==> src/rtl/rotmask_pkg.sv <==
package rotmask_pkg;
   // Default datapath width; the index width derives from it.
   localparam int DEF_WIDTH = 32;

   typedef enum logic {
      AMT_FROM_IMM = 1'b0,
      AMT_FROM_REG = 1'b1
   } amt_src_e;

   typedef struct packed {
      logic neg;
      logic zero;
   } cond_flags_t;
endpackage

==> src/rtl/rotmask_rotator.sv <==
module rotmask_rotator #(
   parameter int WIDTH = 32,
   localparam int IW = $clog2(WIDTH)
) (
   input  logic [WIDTH-1:0] data_in,
   input  logic [IW-1:0]    amount,
   output logic [WIDTH-1:0] data_out
);
   // One stage per amount bit; stage k rotates left by 2**k when bit k is set.
   logic [WIDTH-1:0] stage [0:IW];

   assign stage[0] = data_in;

   for (genvar k = 0; k < IW; k++) begin : g_stage
      localparam int DIST = 2 ** k;
      logic [WIDTH-1:0] turned;
      assign turned = {stage[k][WIDTH-1-DIST:0], stage[k][WIDTH-1:WIDTH-DIST]};
      assign stage[k+1] = amount[k] ? turned : stage[k];
   end

   assign data_out = stage[IW];
endmodule

==> src/rtl/rotmask_maskgen.sv <==
module rotmask_maskgen #(
   parameter int WIDTH = 32,
   localparam int IW = $clog2(WIDTH)
) (
   input  logic [IW-1:0]    first_pos,
   input  logic [IW-1:0]    last_pos,
   output logic [WIDTH-1:0] mask
);
   logic wraps;
   assign wraps = first_pos > last_pos;

   // Position p is counted from the MSB, so it lands on bit WIDTH-1-p.
   for (genvar p = 0; p < WIDTH; p++) begin : g_pos
      localparam logic [IW-1:0] POS = IW'(p);
      logic at_or_after_first;
      logic at_or_before_last;
      assign at_or_after_first = POS >= first_pos;
      assign at_or_before_last = POS <= last_pos;
      assign mask[WIDTH-1-p] = wraps ? (at_or_after_first | at_or_before_last)
                                     : (at_or_after_first & at_or_before_last);
   end
endmodule

==> src/rtl/rotmask_merge.sv <==
module rotmask_merge
   import rotmask_pkg::*;
#(
   parameter int WIDTH = 32
) (
   input  logic [WIDTH-1:0] rotated,
   input  logic [WIDTH-1:0] mask,
   input  logic [WIDTH-1:0] target,
   input  logic             insert_en,
   input  logic             record_en,
   output logic [WIDTH-1:0] merged,
   output cond_flags_t      flags
);
   logic [WIDTH-1:0] kept;

   assign kept   = insert_en ? (target & ~mask) : '0;
   assign merged = (rotated & mask) | kept;

   always_comb begin
      flags.neg  = record_en & merged[WIDTH-1];
      flags.zero = record_en & (merged == '0);
   end
endmodule

==> src/rtl/rotmask_unit.sv <==
module rotmask_unit
   import rotmask_pkg::*;
#(
   parameter int WIDTH        = DEF_WIDTH,
   parameter bit REGISTER_OUT = 1'b1,
   localparam int IW = $clog2(WIDTH)
) (
   input  logic             clk,
   input  logic             rst_n,
   input  logic             in_valid,
   input  logic [WIDTH-1:0] src,
   input  logic [IW-1:0]    amt_imm,
   input  logic [WIDTH-1:0] amt_reg,
   input  logic             amt_sel,
   input  logic [IW-1:0]    mask_begin,
   input  logic [IW-1:0]    mask_end,
   input  logic             insert_en,
   input  logic [WIDTH-1:0] target,
   input  logic             record_en,
   output logic             out_valid,
   output logic [WIDTH-1:0] result,
   output logic             flag_neg,
   output logic             flag_zero
);
   // Elaboration-time parameter checks.
   if (WIDTH < 4 || (1 << IW) != WIDTH) begin : g_bad_width
      $error("rotmask_unit: WIDTH must be a power of two of at least 4");
   end

   logic [IW-1:0]    amount;
   logic [WIDTH-1:0] rot_w;
   logic [WIDTH-1:0] mask_w;
   logic [WIDTH-1:0] res_w;
   cond_flags_t      flags_w;
   logic             amt_reg_unused;

   // Only the low index bits of a register-sourced amount matter.
   assign amount = (amt_src_e'(amt_sel) == AMT_FROM_REG) ? amt_reg[IW-1:0] : amt_imm;
   assign amt_reg_unused = ^amt_reg[WIDTH-1:IW];

   rotmask_rotator #(.WIDTH(WIDTH)) rot_i (
      .data_in (src),
      .amount  (amount),
      .data_out(rot_w)
   );

   rotmask_maskgen #(.WIDTH(WIDTH)) mask_i (
      .first_pos(mask_begin),
      .last_pos (mask_end),
      .mask     (mask_w)
   );

   rotmask_merge #(.WIDTH(WIDTH)) merge_i (
      .rotated  (rot_w),
      .mask     (mask_w),
      .target   (target),
      .insert_en(insert_en),
      .record_en(record_en),
      .merged   (res_w),
      .flags    (flags_w)
   );

   if (REGISTER_OUT) begin : g_reg
      logic             valid_q;
      logic [WIDTH-1:0] result_q;
      cond_flags_t      flags_q;

      always_ff @(posedge clk or negedge rst_n) begin
         if (!rst_n) begin
            valid_q  <= 1'b0;
            result_q <= '0;
            flags_q  <= '0;
         end else begin
            valid_q <= in_valid;
            if (in_valid) begin
               result_q <= res_w;
               flags_q  <= flags_w;
            end
         end
      end

      assign out_valid = valid_q;
      assign result    = result_q;
      assign flag_neg  = flags_q.neg;
      assign flag_zero = flags_q.zero;

      AST_VALID_FOLLOWS: assert property (@(posedge clk) disable iff (!rst_n)
         in_valid |=> out_valid);
      AST_IDLE_HOLDS: assert property (@(posedge clk) disable iff (!rst_n)
         !in_valid |=> (!out_valid && $stable(result) && $stable(flag_zero)));
      AST_ROT_KEEPS_ONES: assert property (@(posedge clk) disable iff (!rst_n)
         in_valid |-> ($countones(rot_w) == $countones(src)));
      AST_ROT_ZERO_AMOUNT: assert property (@(posedge clk) disable iff (!rst_n)
         (in_valid && amount == '0) |-> (rot_w == src));
      AST_MASK_NONEMPTY: assert property (@(posedge clk) disable iff (!rst_n)
         in_valid |-> (mask_w != '0));
      AST_MASK_SINGLE: assert property (@(posedge clk) disable iff (!rst_n)
         (in_valid && mask_begin == mask_end) |-> ($countones(mask_w) == 1));
      AST_PLAIN_CLEARS: assert property (@(posedge clk) disable iff (!rst_n)
         (in_valid && !insert_en) |-> ((res_w & ~mask_w) == '0));
      AST_ZERO_FLAG: assert property (@(posedge clk) disable iff (!rst_n)
         flag_zero |-> (result == '0));
      AST_NEG_FLAG: assert property (@(posedge clk) disable iff (!rst_n)
         flag_neg |-> result[WIDTH-1]);
   end else begin : g_comb
      assign out_valid = in_valid;
      assign result    = res_w;
      assign flag_neg  = flags_w.neg;
      assign flag_zero = flags_w.zero;
   end
endmodule

==> config.mk <==
export PLATFORM = sky130hd
export DESIGN_NAME = rotmask_unit
export DESIGN_NICKNAME = d
export VERILOG_FILES = /design/src/rtl/rotmask_pkg.sv /design/src/rtl/rotmask_rotator.sv /design/src/rtl/rotmask_maskgen.sv /design/src/rtl/rotmask_merge.sv /design/src/rtl/rotmask_unit.sv
export SDC_FILE = /design/constraint.sdc
export NUM_CORES = 1
export LEC_CHECK = 0
export BUFFER_PORTS_ARGS = -buffer_cell sky130_fd_sc_hd__buf_2
export CORE_MARGIN = 8
export CORE_UTILIZATION = 25
export DETAILED_ROUTE_END_ITERATION = 12
export PLACE_DENSITY_LB_ADDON = 0.12
export SLEW_MARGIN = 30
export SYNTH_ARGS = -nofsm -noshare
export SYNTH_HDL_FRONTEND = slang
export SYNTH_HIERARCHICAL = 1
export SYNTH_SLANG_ARGS = --single-unit
==> constraint.sdc <==
create_clock -name clk -period 0.9 [get_ports clk]
set_input_delay 0.135 -clock clk [delete_from_list [all_inputs] [get_ports clk]]
set_output_delay 0.135 -clock clk [all_outputs]
set_load 0.1 [all_outputs]
# --- Word-level counts from Yosys, hierarchy flattened ---
# Cells that the tools add are included.
classes:
  n_addsub: 0
  mux: 39
  order_cmp: 65
  n_eq_ne: 0
  shift: 0
  mul: 0
  n_bitwise: 70
  n_div: 0
  reduce_logical: 1
op_table:
  columns: ["cell", "n"]
  rows:
  - ["32-bit two-way mux", 6]
  - ["5-bit >= comparator, first input constant", 16]
  - ["5-bit <= comparator, first input constant", 16]
  - ["32-bit AND", 2]
  - ["4-bit by 5-bit >= comparator with 1-bit output, first input constant", 8]
  - ["4-bit by 5-bit <= comparator with 1-bit output, first input constant", 8]
  - ["1-bit AND", 34]
  - ["32-bit zero test", 1]
  - ["1-bit two-way mux", 32]
  - ["32-bit NOT", 1]
  - ["1-bit bitwise OR", 32]
  - ["32-bit bitwise OR", 1]
  - ["3-bit by 5-bit >= comparator with 1-bit output, first input constant", 4]
  - ["3-bit by 5-bit <= comparator with 1-bit output, first input constant", 4]
  - ["1-bit by 5-bit >= comparator with 1-bit output, first input constant", 2]
  - ["2-bit by 5-bit >= comparator with 1-bit output, first input constant", 2]
  - ["1-bit by 5-bit <= comparator with 1-bit output, first input constant", 2]
  - ["2-bit by 5-bit <= comparator with 1-bit output, first input constant", 2]
  - ["5-bit greater-than comparator", 1]
  - ["5-bit two-way mux", 1]
word_totals:
  inputBits: 117
  output_inout_bits: 35
  register_bits: 35
  ram_bits: 0
  elab_cells: 179
  latchBits: 0
  rom_bits: 0
  n_memories: 0

# --- Longest topological paths before layout ---
logic_depth:
  depth_word: 10
  ltp_mapped: 15
  mapped_depth_nobuf: 13

# --- Cells and area by module ---
# The synthesis kept the hierarchy.
by_module_without_submodules:
  columns: ["module", "cells_each", "seq_area_each_um2", "area_per_inst_um2", "instances"]
  rows:
  - ["rotmask_rotator", 116, 0.0, 1948.1, 1]
  - ["rotmask_unit", 78, 875.8, 1498.9, 1]
  - ["rotmask_maskgen", 146, 0.0, 967.2, 1]
  - ["rotmask_merge", 112, 0.0, 575.6, 1]

# --- Worst setup path before layout ---
# OpenSTA, ideal clock, no wires.
synth_path:
  path_type: "input to register"
  startpoint: "input port amt_sel"
  endpoint: "register g_reg.flags_q, in the netlist flag_zero"
  stages: 13
  arrival_time_ns: 2.729
  n_path_buf: 3
  setup_slack_ns: -1.898
  setup_ns: 0.069
  required_ns: 0.831
  cell_sequence: "mux2_2 > buf_6 > buf_6 > buf_2 > mux4_2 > mux4_1 > mux2_2 > nand2_1 > o21ai_0 > nor4_1 > nand4_1 > nor2_1 > mux2_2"
synth_rtl:
  columns: ["element", "line", "source"]
  rows:
  - ["start, declared", "rotmask_unit.sv:14", "input logic amt_sel,"]
  - ["end signal, assigned", "rotmask_unit.sv:77", "flags_q <= flags_w;"]
  - ["end, declared", "rotmask_unit.sv:66", "cond_flags_t flags_q;"]

==> flow_metrics.py <==
metrics = {
    "clock_network": {
        "cts-root-buf": "clkbuf_16",
        "cts_buffers": 5,
        "path_clk_slew_ps": 60,
        "ctsLongestPathBuffers": 2,
        "cts.sinks": 35,
        "clock_latency_ps": 280,
        "htree_num_levels": 2,
        "cts_tree": "done",
    },
    "power": {
        "internal_power_mw": 8.54,
        "power_frac_seq": 0.158,
        "power_density_nw_per_um2": 1860,
        "total_power_mw": 15.4,
        "p_sw_mw": 6.86,
        "clockPowerShare": 0.127,
        "peakVddDrop_v": 0.000889,
        "p_leak_nw": 3.65,
        "swShare": 0.445,
        "p_comb_frac": 0.715,
    },
    "synth": {
        "synth_fp_nets": 574,
        "synthTopCellsByArea": "mux4_2 (28%), dfrtp_1 (18%), mux2_2 (9.3%)",
        "ys_ff_latch": 35,
        "synthArstFlopShare": 1.00,
        "synth_top_area_share": 0.275,
        "syn_area_sq_um": 4990,
        "yosysTopAreaCell": "mux4_2",
        "ys_types": 44,
        "syn_avg_cell_area_sq_um": 11.0,
        "synth-edff-count": 0,
        "synth_warnings": 6,
        "syn_inst": 452,
        "ys.flop_type": "dfrtp_1",
        "yosysSeqAreaShare": 0.176,
    },
    "drt": {
        "vias_per_cell": 4.96,
        "drt_iter0_drc": 200,
        "detail_route.drc_violations": 0,
        "ant_nets": 0,
        "routed_wl_mm": 19.5,
        "drt-pass1-iter-count": 4,
        "wire_per_inst_microns": 20.1,
        "vias": 4812,
    },
    "critical_path": {
        "path_class": "in2reg",
        "cp_max_fo": 7,
        "worst_setup_path_end_kind": "flip-flop",
        "cp.required_ps": 1120,
        "startpoint_type": "primary input",
        "arrival_ps": 3130,
    },
    "run_status": {
        "outcome": "complete, but fails checks",
        "violations": "negative setup slack",
    },
    "floorplanning": {
        "io_pins": 152,
        "initial_core_util": 0.256,
        "die_h_microns": 157,
        "fp-row-count": 51,
        "core_sq_um": 19500,
        "die_w_microns": 157,
        "fp.dieArea_sq_um": 24700,
    },
    "timing": {
        "drv_slew": 0,
        "rsz0062_at_grt": "yes",
        "report.final.hold_viol_count": 0,
        "worst_slack_ps": -2010,
        "fin_skew_ps": 0,
        "setup_tns_ps": -60880,
        "finalSetupViolations": 69,
        "worst_slew_pin_slew_ps": 441,
        "relSlewSlack": 0.706,
        "max_freq_mhz": 343,
        "fin_crit_ps": 2910,
        "fin_crit_sh": 3.24,
    },
    "placement": {
        "place.gp.congestion": 0.857,
        "hpwl_mm": 16.3,
        "numPortBuffers": 124,
        "place_area_sq_um": 7280,
    },
    "global_route": {
        "grt_pass1_wl_mm": 30.0,
        "grt_util_all_layers": 0.156,
        "grt_pass1_vias": 5097,
        "grt_antenna_before_repair": 0,
        "grt_max_degree": 36,
        "grt-ovfl-total": 0,
    },
    "finish": {
        "layout_common_cells": "buf_4 (132), buf_2 (88), mux2_4 (67)",
        "nNetsFinal": 826,
        "area_growth_syn_to_layout_pct": 65.6,
        "fillers": 1904,
        "design_area_sq_um": 8260,
        "ff_latch_area_sq_um": 918,
        "insertedDiodeCount": 0,
        "mostFrequentLayoutCell": "buf_4",
        "multiInputGateArea_sq_um": 4230,
        "drive_gt1_frac": 0.796,
    },
    "worst_hold_path": {
        "min_path_type": "in2reg",
    },
    "flow_run": {
        "maxCapViolCount": 0,
    },
}
[synthesized netlist by cell type, types with 7 or more instances]
master     n
mux2_4    30
a21oi_1   10
buf_6     10
nand2_2    7
o21ai_1   22
nand2_1   76
maj3_2    20
clkbuf_1  13
inv_1      7
mux4_2    61
dfrtp_1   35
o21ai_0   16
mux2_2    41
o21ai_2   11
nor2_1    16
buf_2     10
[per-layer routing]
| metal | share of wire | routed length [microns] | track usage |
|---|---|---|---|
| met1 | 0.44 | 8520 | 0.196 |
| met2 | 0.50 | 9720 | 0.277 |
| met3 | 0.055 | 1080 | 0.0255 |
| met4 | 0.011 | 224 | 0.0277 |
| met5 | 0 | 0 | 0 |
[power by group through the flow]
stage	logic, mW	clock network (mW)	registers, mW
floorplan	3.31	0	4.90
global placement	9.60	0	2.48
detailed placement	9.63	0	2.50
CTS	10.7	2.00	2.44
global route	11.4	2.07	2.49
finish	11.0	1.96	2.43
[per-stage QoR]
| step | std cells | hold slack, ps | setup slack (ps) | utilization |
|---|---|---|---|---|
| after global routing | 970 | 238 | -2070 | 0.423 |
| after detailed placement | 924 | 113 | -2540 | 0.373 |
| after CTS | 959 | 233 | -2040 | 0.413 |
| after floorplan | 452 | -161 | -1760 | - |
| after global placement | 924 | 113 | -2520 | 0.373 |
| final | 970 | 237 | -2010 | 0.423 |
[final timing paths]
path,from,to,slack [ps],cells after the start
min in group asynchronous,rst_n,result[26],360,3
worst min register to register,result[24],result[24],550,1
worst min-delay path,in_valid,out_valid,240,2
worst max register to register,result[28],result[28],-50,2
max in group asynchronous,rst_n,result[2],340,3
worst max-delay path,amt_sel,flag_zero,-2010,13
[worst max-delay path, cell delays in order]
cell,delay [ps]
buf_8,100
mux2_4,370
buf_12,170
mux4_2,470
mux4_2,530
mux2_4,310
nand2_4,70
o21ai_4,80
nor4_4,320
buf_4,160
nand4_1,90
nor2_1,150
mux2_4,150
[flip-flops by register name (all words and copies together), names as in the netlist]
| name | count |
|---|---|
| flag_neg | 1 |
| out_valid | 1 |
| flag_zero | 1 |
| result | 32 |
[area by class of cell]
class | instances | share of cell area
inverters | 7 | 0.00318
repair buffers | 286 | 0.314
multi-input cells | 369 | 0.511
clock buffers | 5 | 0.0151
flip-flops and latches | 35 | 0.111
well taps | 265 | 0.0401
clock inverters | 3 | 0.00530
[what timing repair did]
item	in CTS	in global routing
setup buffers	33	17
hold buffers	1	0
cloned	1	0
setup endpoints to repair	69	69
pin swaps	13	14
gates resized for setup	100	26
endpoints found under the hold margin	35	0
[logic make-up (layout without fill, tap and decap cells)]
family | after synthesis | count (layout) | synth area share
flops | 35 | 35 | 0.176
mux | 135 | 135 | 0.474
buf+inv | 48 | 301 | 0.0690
compound gates | 74 | 74 | 0.0928
fa+ha+maj | 31 | 31 | 0.0697
simple gates | 129 | 129 | 0.119
Power figures use the tool's default switching activity.
